--- src/rtl/srg_pkg.sv ---
package srg_pkg;
  typedef enum logic [1:0] {
    SEQ_WAIT = 2'd0,
    SEQ_READ = 2'd1,
    SEQ_GAP  = 2'd2
  } seq_state_t;
endpackage

--- src/rtl/srg_line_counter.sv ---
module srg_line_counter #(
  parameter int COLS  = 666,
  parameter int ROWS  = 502,
  parameter int LEAD  = 1,
  parameter int TAIL  = 4,
  parameter int PIX_W = 8
) (
  input  logic             clk,
  input  logic             rst,
  input  logic             start_i,
  input  logic             run_i,
  output logic             last_o,
  output logic             act_o,
  output logic [PIX_W-1:0] pix_o
);
  localparam int LINE_LEN = LEAD + COLS + TAIL;
  localparam int CW = $clog2(LINE_LEN + 1);
  localparam int RW = $clog2(ROWS + 1);
  localparam logic [CW-1:0] COL_LAST  = CW'(LINE_LEN - 1);
  localparam logic [CW-1:0] COL_FIRST = CW'(LEAD);
  localparam logic [CW-1:0] COL_END   = CW'(LEAD + COLS - 1);
  localparam logic [RW-1:0] ROW_LAST  = RW'(ROWS - 1);

  logic [CW-1:0]    col;
  logic [RW-1:0]    row;
  logic [PIX_W-1:0] pidx;

  assign act_o  = run_i && (col >= COL_FIRST) && (col <= COL_END);
  assign last_o = run_i && (col == COL_LAST) && (row == ROW_LAST);
  assign pix_o  = act_o ? pidx : '0;

  always_ff @(posedge clk) begin
    if (rst || start_i) begin
      col  <= '0;
      row  <= '0;
      pidx <= '0;
    end else if (run_i) begin
      if (col == COL_LAST) begin
        col <= '0;
        row <= row + RW'(1);
      end else begin
        col <= col + CW'(1);
      end
      if (act_o) pidx <= pidx + PIX_W'(1);
    end
  end

  // the column position never leaves the line
  a_r2_col_in_line: assert property (@(posedge clk) disable iff (rst)
    run_i |-> (col <= COL_LAST));
endmodule

--- src/rtl/srg_expose_timer.sv ---
module srg_expose_timer #(
  parameter int IW       = 16,
  parameter int LINE_LEN = 671
) (
  input  logic          clk,
  input  logic          rst,
  input  logic          load_i,
  input  logic [IW-1:0] integ_i,
  output logic          expose_o,
  output logic          done_o
);
  localparam int EW = IW + $clog2(LINE_LEN + 1);

  logic [EW-1:0] cnt;

  assign expose_o = (cnt != '0);
  assign done_o   = (cnt <= EW'(1));

  always_ff @(posedge clk) begin
    if (rst) begin
      cnt <= '0;
    end else if (load_i) begin
      cnt <= EW'(integ_i) * EW'(LINE_LEN);
    end else if (cnt != '0) begin
      cnt <= cnt - EW'(1);
    end
  end

  // a zero integration time never raises the indicator
  a_r7_zero_integ_stays_low: assert property (@(posedge clk) disable iff (rst)
    (load_i && (integ_i == '0)) |=> !expose_o);
endmodule

--- src/rtl/srg_sequencer.sv ---
module srg_sequencer
  import srg_pkg::*;
#(
  parameter int GW = 8
) (
  input  logic          clk,
  input  logic          rst,
  input  logic          last_i,
  input  logic          exp_done_i,
  input  logic [GW-1:0] idle_i,
  output logic          start_o,
  output logic          read_o
);
  seq_state_t    state;
  logic [GW-1:0] gcnt;

  assign start_o = exp_done_i &&
                   ((state == SEQ_WAIT) || ((state == SEQ_GAP) && (gcnt == '0)));
  assign read_o  = (state == SEQ_READ);

  always_ff @(posedge clk) begin
    if (rst) begin
      state <= SEQ_WAIT;
      gcnt  <= '0;
    end else begin
      case (state)
        SEQ_WAIT: if (start_o) state <= SEQ_READ;
        SEQ_READ: if (last_i) begin
          state <= SEQ_GAP;
          gcnt  <= (idle_i == '0) ? '0 : idle_i - GW'(1);
        end
        SEQ_GAP: begin
          if (gcnt == '0) state <= exp_done_i ? SEQ_READ : SEQ_WAIT;
          else            gcnt  <= gcnt - GW'(1);
        end
        default: state <= SEQ_WAIT;
      endcase
    end
  end

  // the frame envelope ends only after the last line position
  a_r4_frame_ends_at_last: assert property (@(posedge clk) disable iff (rst)
    $fell(read_o) |-> $past(last_i));
  // no frame starts while the exposure is still running
  a_r8_start_waits_exposure: assert property (@(posedge clk) disable iff (rst)
    start_o |-> exp_done_i);
endmodule

--- src/rtl/sensor_readout_gen.sv ---
module sensor_readout_gen #(
  parameter int COLS  = 666,
  parameter int ROWS  = 502,
  parameter int LEAD  = 1,
  parameter int TAIL  = 4,
  parameter int PIX_W = 8,
  parameter int IW    = 16,
  parameter int GW    = 8
) (
  input  logic             clk,
  input  logic             rst,
  input  logic [IW-1:0]    integ_rows,
  input  logic [GW-1:0]    idle_gap,
  output logic             frame_valid,
  output logic             row_valid,
  output logic [PIX_W-1:0] pix_data,
  output logic             expose
);
  localparam int LINE_LEN = LEAD + COLS + TAIL;

  logic             start, last, act, exp_done;
  logic [PIX_W-1:0] pix_c;
  logic             rv_pre;
  logic [PIX_W-1:0] pix_pre;

  srg_sequencer #(.GW(GW)) u_seq (
    .clk(clk), .rst(rst), .last_i(last), .exp_done_i(exp_done),
    .idle_i(idle_gap), .start_o(start), .read_o(frame_valid)
  );

  srg_line_counter #(.COLS(COLS), .ROWS(ROWS), .LEAD(LEAD), .TAIL(TAIL), .PIX_W(PIX_W)) u_line (
    .clk(clk), .rst(rst), .start_i(start), .run_i(frame_valid),
    .last_o(last), .act_o(act), .pix_o(pix_c)
  );

  srg_expose_timer #(.IW(IW), .LINE_LEN(LINE_LEN)) u_exp (
    .clk(clk), .rst(rst), .load_i(start), .integ_i(integ_rows),
    .expose_o(expose), .done_o(exp_done)
  );

  // rising-edge stage: one clock of alignment before the falling-edge launch
  always_ff @(posedge clk) begin
    if (rst) begin
      rv_pre  <= 1'b0;
      pix_pre <= '0;
    end else begin
      rv_pre  <= act;
      pix_pre <= pix_c;
    end
  end

  // falling-edge launch of the row envelope and pixel data
  always_ff @(negedge clk) begin
    if (rst) begin
      row_valid <= 1'b0;
      pix_data  <= '0;
    end else begin
      row_valid <= rv_pre;
      pix_data  <= pix_pre;
    end
  end

  // rows stay inside the frame envelope
  a_r2_row_inside_frame: assert property (@(posedge clk) disable iff (rst)
    rv_pre |-> frame_valid);
  // data is blank between rows
  a_r6_blank_between_rows: assert property (@(posedge clk) disable iff (rst)
    !rv_pre |-> (pix_pre == '0));
  // no row is pending on the edge that opens a frame
  a_r3_no_row_at_frame_open: assert property (@(posedge clk) disable iff (rst)
    $rose(frame_valid) |-> !rv_pre);
endmodule

--- config.mk ---
export PLATFORM = sky130hd
export DESIGN_NAME = sensor_readout_gen
export DESIGN_NICKNAME = d
export VERILOG_FILES = /design/src/rtl/srg_pkg.sv /design/src/rtl/srg_line_counter.sv /design/src/rtl/srg_expose_timer.sv /design/src/rtl/srg_sequencer.sv /design/src/rtl/sensor_readout_gen.sv
export SDC_FILE = /design/constraint.sdc
export NUM_CORES = 1
export LEC_CHECK = 0
export BUFFER_PORTS_ARGS = -buffer_cell sky130_fd_sc_hd__buf_2
export CAP_MARGIN = 5
export CORE_ASPECT_RATIO = 1.4
export CORE_UTILIZATION = 45
export DETAILED_ROUTE_END_ITERATION = 6
export SLEW_MARGIN = 30
export SYNTH_ARGS = -nofsm -noshare
export SYNTH_HDL_FRONTEND = slang
export SYNTH_SLANG_ARGS = --single-unit
--- constraint.sdc ---
create_clock -name clk -period 5.3 [get_ports clk]
set_clock_uncertainty 0.05 [all_clocks]
set_input_delay 0.265 -clock clk [delete_from_list [all_inputs] [get_ports clk]]
set_output_delay 0.265 -clock clk [all_outputs]
set_load 0.1 [all_outputs]
==> out/metrics.csv, run 1 <==
stage,metric,value,unit
clocking,CTS tree,done,
setup_path,Crit. Startpoint,integ_rows[5],
cells_and_area,proportion of layout cells with a drive suffix above 1,8.66,%
yosys,post-synth cell types,72,
yosys,Post-synth EDFFs,0,
sta,Final Critical Period,4880,ps
setup_path,nature of the critical path startpoint,input port,
clocking,Worst-Skew Late Latency,350,ps
pwr,maximum vdd drop,348,µV
setup_path,Worst Setup Path Type,input port to flip-flop,
drt,initial drt markers,275,
clocking,Worst-path clk slew,70,ps
sta,Rel. slew slack,41.0,%
flow_run,Max-Cap Viols,0,
clocking,Clock Tree Buf Depth,2,
drt,DR vias/cell,5.54,
cells_and_area,"most common cell after layout, fill and taps aside",inv_1,
clocking,root buf cell,clkbuf_16,
die,core box area,0.0167,mm²
global_route,first-pass GRT wire length,28.1,mm
drt,vias,6244,
clocking,Post CTS Setup Buffer Count,0,
cells_and_area,fin area,0.00841,mm²
yosys,Synth Warn #,0,
setup_path,launching point of the worst reg2reg path,pix_pre[3],
clocking,# H-tree levels,3,
die,full die area,0.0177,mm²
die,Initial Util,46.2,%
yosys,mapped cell area,0.00773,mm²
clocking,post-CTS resize count,0,
setup_path,Worst EP required,5470,ps
yosys,cell count after synthesis,881,
sta,RSZ-0062 raised after global routing,no,
drt,WL met3,364,µm
clocking,TritonCTS Buffers,9,
drt,uppermost routed layer,met4,
die,Die Width,113,µm
setup_path,r2r endpoint,pix_data[3],
placed_design,GP Congestion,0.867,
global_route,vias in the first global route,5960,
die,IO Pins,37,
setup_path,Setup crit end,u_exp.cnt[23],
sta,"Slew Viols, Final",0,
setup_path,reg2reg setup slack,2110,ps
setup_path,R2R depth,1,
placed_design,dpl hpwl,13.5,mm
drt,met2 wire length,8.59,mm
yosys,fraction of registers with async set or reset after synthesis,0,%
sta,Final Hold Viols,0,
drt,Post-Route M1 WL,7.57,mm
drt,final wirelength,16.8,mm
yosys,syn_area_per_cell,8.77,µm²
setup_path,critical-path maximum fanout,7,
outcome,status,"complete, no violations",
placed_design,Placed Instances,1103,
cells_and_area,"commonest cells after routing, fill and taps aside","inv_1, ha_1, dfxtp_1",
cells_and_area,Final Non-Filler Cells,1127,
cells_and_area,Area Overhead vs Synth,8.86,%
die,row cnt,56,
cells_and_area,# nets final,1107,
sta,f_max,205,MHz
cells_and_area,# diodes,0,
clocking,# hold bufs at CTS,0,
drt,drt wl/cell,14.9,µm
yosys,#FFs+latches synth,81,
global_route,GR Util All Layers,19.7,%
sta,Setup TNS,0,ps
clocking,CTS sink cnt,81,
yosys,ys flop type,dfxtp_1,
drt,final routed DRC violation total,0,
yosys,Post-Syn Nets,1069,
yosys,register area share after synthesis,21.0,%
placed_design,port bufs,36,
pwr,"Power, Total",4.62,mW
drt,1st-pass router iterations,5,
placed_design,"Cell Area, Placed",0.00809,mm²
sta,Final setup viols,0,
sta,worst-margin pin slew,875,ps
global_route,gr ovfl total,0,
min_path,worst hold path class,input port to flip-flop,
global_route,largest net degree at the start of global routing,42,
drt,Detail Route Antenna Nets,0,
setup_path,CP Capture Type,flip-flop,
global_route,initial antenna violation count,0,
pwr,Pwr per Cell Area,550,mW/mm²
sta,crit share post-route,92.1,%
die,die height,157,µm
pwr,leak pwr,3.80,nW
setup_path,Worst Path Arrival,5050,ps
==> synthesized netlist by cell type, drive strengths merged (10+ instances only) <==
library cell / number / area share [%]
ha: 98 / 16
nor2: 65 / 3.2
o21ai: 37 / 2.4
clkbuf: 11 / 0.53
xor2: 19 / 2.2
inv: 120 / 5.8
xnor2: 25 / 2.8
buf: 12 / 1.1
nor2b: 10 / 0.81
dfxtp: 81 / 21
nor4: 13 / 1.1
fa: 64 / 17
nand3: 24 / 1.6
or3: 12 / 0.97
a21oi: 48 / 3.1
nand2: 51 / 2.6
nand4: 11 / 0.89
a211oi: 10 / 0.97
nor3: 32 / 2.2
==> cell families (layout without fill, tap and decap cells) <==
group,after synthesis,after routing,synth area share [%]
xor gates and xnor gates,44,44,4.99
buffers and inverters,144,187,7.46
adders and majority gates,162,162,32.4
AOI/OAI and AO/OA,180,180,15.7
muxes,2,2,0.259
DFF,81,81,21.0
and+or+nand+nor,268,268,18.1
==> area by class of cell <==
type | count | area (µm²)
inverters | 120 | 450
flip-flops and latches | 81 | 1620
repair buffers | 42 | 225
multi-input cells | 656 | 5530
fillers | 1629 | 8330
clock buffers | 9 | 225
well taps | 203 | 254
clock inverters | 16 | 105
==> worst min-delay path by stage <==
stage,startpoint,to,slack (ps),cells past startpoint
2_1_floorplan,integ_rows[0],u_exp.cnt[0],360,2
3_3_place_gp,u_seq.gcnt[6],u_seq.gcnt[6],410,2
3_5_place_dp,u_seq.gcnt[6],u_seq.gcnt[6],420,2
4_1_cts,idle_gap[0],u_seq.gcnt[0],260,4
5_1_grt,idle_gap[5],u_seq.gcnt[5],320,5
6_report,idle_gap[0],u_seq.gcnt[0],260,4
==> metal layers <==
| layer | vias up | track usage, % |
|---|---|---|
| met2 | 78 | 35.8 |
| li1 | 3145 | - |
| met3 | 21 | 2.31 |
| met5 | - | 0 |
| met1 | 3000 | 24.7 |
| met4 | 0 | 4.95 |
==> registers in the layout, indices dropped and copies added, names as in the netlist, 2 cells and up <==
| register | cells |
|---|---|
| u_exp.cnt | 26 |
| u_line.col | 10 |
| u_line.row | 9 |
| pix_data | 8 |
| pix_pre | 8 |
| u_line.pidx | 8 |
| u_seq.gcnt | 8 |
| u_seq.state | 2 |
==> through the flow <==
step	setup slack (ps)	hold WS, ps	utilization [%]
2_1_floorplan	571	355	-
3_3_place_gp	234	412	48.3
3_5_place_dp	71.3	416	48.3
4_1_cts	451	261	50.2
5_1_grt	171	321	50.2
6_report	420	262	50.2
==> power by group <==
part,internal [mW],total [mW],switching (mW)
clock,0.340,0.638,0.298
sequential,0.669,0.733,0.0641
combinational,1.26,3.25,1.99
total,2.27,4.62,2.35
==> worst max-delay path, stage by stage <==
cell and delay (ps):
buf_2 170, fa_1 490, ha_1 290, inv_1 40
fa_1 470, inv_1 50, fa_1 550, inv_1 60
fa_1 500, inv_1 40, ha_1 350, a2111oi_0 420
o21ai_0 270, and3_1 310, a31o_2 280, a2111oi_0 390
a211oi_1 90
(Power assumes the default switching activity.)
==> run 2: changes to the inputs <==
==> constraint.sdc (replaced) <==
create_clock -name clk -period 5.3 [get_ports clk]
set_clock_uncertainty 0.05 [all_clocks]
set_input_delay 0 -clock clk [delete_from_list [all_inputs] [get_ports clk]]
set_output_delay 0 -clock clk [all_outputs]
set_load 0.1 [all_outputs]
==> out/metrics.csv, run 2 (synthesis gave the netlist of run 1 again) <==
stage,metric,value,unit,change
placed_design,GP Congestion,0.834,,-3.8%
die,full die area,0.0177,mm²,unchanged
die,die height,157,µm,unchanged
flow_run,Max-Cap Viols,0,,unchanged
clocking,CTS tree,done,,
cells_and_area,proportion of layout cells with a drive suffix above 1,8.24,%,-0.42 points
setup_path,CP Capture Type,flip-flop,,
global_route,initial antenna violation count,0,,unchanged
sta,"Slew Viols, Final",0,,unchanged
sta,Setup TNS,0,ps,unchanged
pwr,net switching power,2.35,mW,about the same
cells_and_area,fin area,0.00841,mm²,about the same
die,row cnt,56,,unchanged
setup_path,nature of the critical path startpoint,input port,,
drt,drt wl/cell,14.8,µm,-0.52%
die,core box area,0.0167,mm²,unchanged
pwr,leak pwr,3.80,nW,-0.15%
drt,vias,6225,,-0.30%
drt,initial drt markers,280,,+1.8%
clocking,TritonCTS Buffers,9,,unchanged
global_route,gr ovfl total,0,,unchanged
setup_path,Worst EP required,5500,ps,+30 ps
sta,worst-margin pin slew,867,ps,-8.41 ps
min_path,worst hold path class,input port to flip-flop,,
setup_path,critical-path maximum fanout,6,,-1
sta,Rel. slew slack,41.6,%,+0.57 points
sta,crit share post-route,93.1,%,+1.0 points
sta,Final setup viols,0,,unchanged
die,Initial Util,46.2,%,unchanged
clocking,Worst-path clk slew,70,ps,about the same
clocking,CTS sink cnt,81,,unchanged
setup_path,Crit. Startpoint,integ_rows[0],,
global_route,GR Util All Layers,20.0,%,+0.25 points
drt,DR vias/cell,5.53,,-0.13%
placed_design,Placement Setup Slack,263,ps,+192 ps
cells_and_area,Biggest register,u_exp.cnt,,
min_path,HP Start,idle_gap[5],,
sta,Final Hold Viols,0,,unchanged
pwr,Switching Share,51.1,%,+0.31 points
cells_and_area,"commonest cells after routing, fill and taps aside","inv_1, ha_1, dfxtp_1",,
clocking,# H-tree levels,3,,unchanged
cells_and_area,# nets final,1105,,-0.18%
placed_design,"Cell Area, Placed",0.00806,mm²,-0.37%
drt,final wirelength,16.7,mm,-0.70%
die,Die Width,113,µm,unchanged
clocking,Clock Tree Buf Depth,2,,unchanged
pwr,Logic pwr share,69.9,%,-0.4 points
drt,Detail Route Antenna Nets,0,,unchanged
pwr,"Power, Total",4.60,mW,-0.62%
pwr,cell internal pwr,2.24,mW,-1.3%
outcome,status,"complete, no violations",,
pwr,clock power share,14.2,%,+0.4 points
global_route,largest net degree at the start of global routing,42,,unchanged
global_route,vias in the first global route,6146,,+3.1%
setup_path,Worst Setup Path Type,input port to flip-flop,,
cells_and_area,number of flip-flops in the largest register,26,,unchanged
clocking,Worst-Skew Late Latency,350,ps,about the same
drt,1st-pass router iterations,4,,-1
placed_design,dpl hpwl,13.5,mm,-0.46%
cells_and_area,Area Overhead vs Synth,8.82,%,about the same
sta,Final WS setup,365,ps,-55.0 ps
pwr,Seq pwr share,15.9,%,about the same
pwr,Pwr per Cell Area,546,mW/mm²,-0.59%
setup_path,Worst Path Arrival,5130,ps,+80 ps
pwr,maximum vdd drop,250,µV,-28%
placed_design,port bufs,36,,unchanged
cells_and_area,Fill cells,1666,,+2.3%
clocking,root buf cell,clkbuf_16,,
cells_and_area,# diodes,0,,unchanged
cells_and_area,top flop regs,"u_exp.cnt (26), u_line.col (10), u_line.row (9)",,
global_route,first-pass GRT wire length,28.5,mm,+1.4%
placed_design,Placed Instances,1099,,-0.36%
drt,final routed DRC violation total,0,,unchanged
sta,Final Critical Period,4930,ps,+55.0 ps
cells_and_area,Final Non-Filler Cells,1125,,-0.18%
die,IO Pins,37,,unchanged
cells_and_area,"most common cell after layout, fill and taps aside",inv_1,,
sta,f_max,203,MHz,-1.1%
setup_path,launching point of the worst reg2reg path,pix_pre[7],,
sta,RSZ-0062 raised after global routing,no,,
clocking,Post CTS Setup Buffer Count,0,,unchanged
-- run 2: worst paths after layout --
kind	endpoint	slack (ps)	cells past startpoint
max	u_exp.cnt[22]	370	18
min reg2reg	u_line.row[8]	440	2
max reg2reg	pix_data[7]	2110	1
min	u_seq.gcnt[5]	50	5
-- run 2: stage by stage --
stage	util [%]	hold WS, ps
4_1_cts	50.2	40.4
3_5_place_dp	48.1	311
3_3_place_gp	48.1	294
5_1_grt	50.2	102
2_1_floorplan	-	90.5
6_report	50.2	54.5
-- run 2: layer usage --
| metal | part of all wire (%) | global-route usage, % |
|---|---|---|
| met5 | 0 | 0 |
| met4 | 1.3 | 5.27 |
| met3 | 2.5 | 2.50 |
| met2 | 51 | 36.3 |
| met1 | 45 | 24.8 |
-- run 2: worst max-delay path, stage by stage --
cell	delay, ps
dlygate4sd3_1	520
buf_2	200
ha_1	170
inv_1	50
fa_1	470
inv_1	60
fa_1	510
fa_1	550
inv_1	50
fa_1	490
inv_1	40
ha_1	340
nand3_1	140
or2_2	350
a2111oi_2	390
nor3_1	210
or3_1	380
a41o_1	210
-- run 2: what timing repair did --
action | CTS | global route
endpoints found under the hold margin | 2 | 0
hold buffers | 2 | 0
gates resized for setup | 0 | 0
-- run 2: power by group through the flow --
stage	sequential (mW)	combinational (mW)	clock [mW]
2_1_floorplan	0.729	2.52	0.0116
3_3_place_gp	0.744	3.19	0.0116
3_5_place_dp	0.744	3.20	0.0116
4_1_cts	0.731	3.23	0.669
5_1_grt	0.740	3.63	0.700
6_report	0.732	3.21	0.653
-- run 2: cell type report --
type	count	area [µm²]	share of cell area, %
clock inverter	16	113	1.34
sequential	81	1620	19.3
tap	203	254	3.02
multi-input combinational	656	5530	65.8
clock buffer	9	225	2.68
timing repair buffer	40	215	2.56
inverter	120	450	5.36
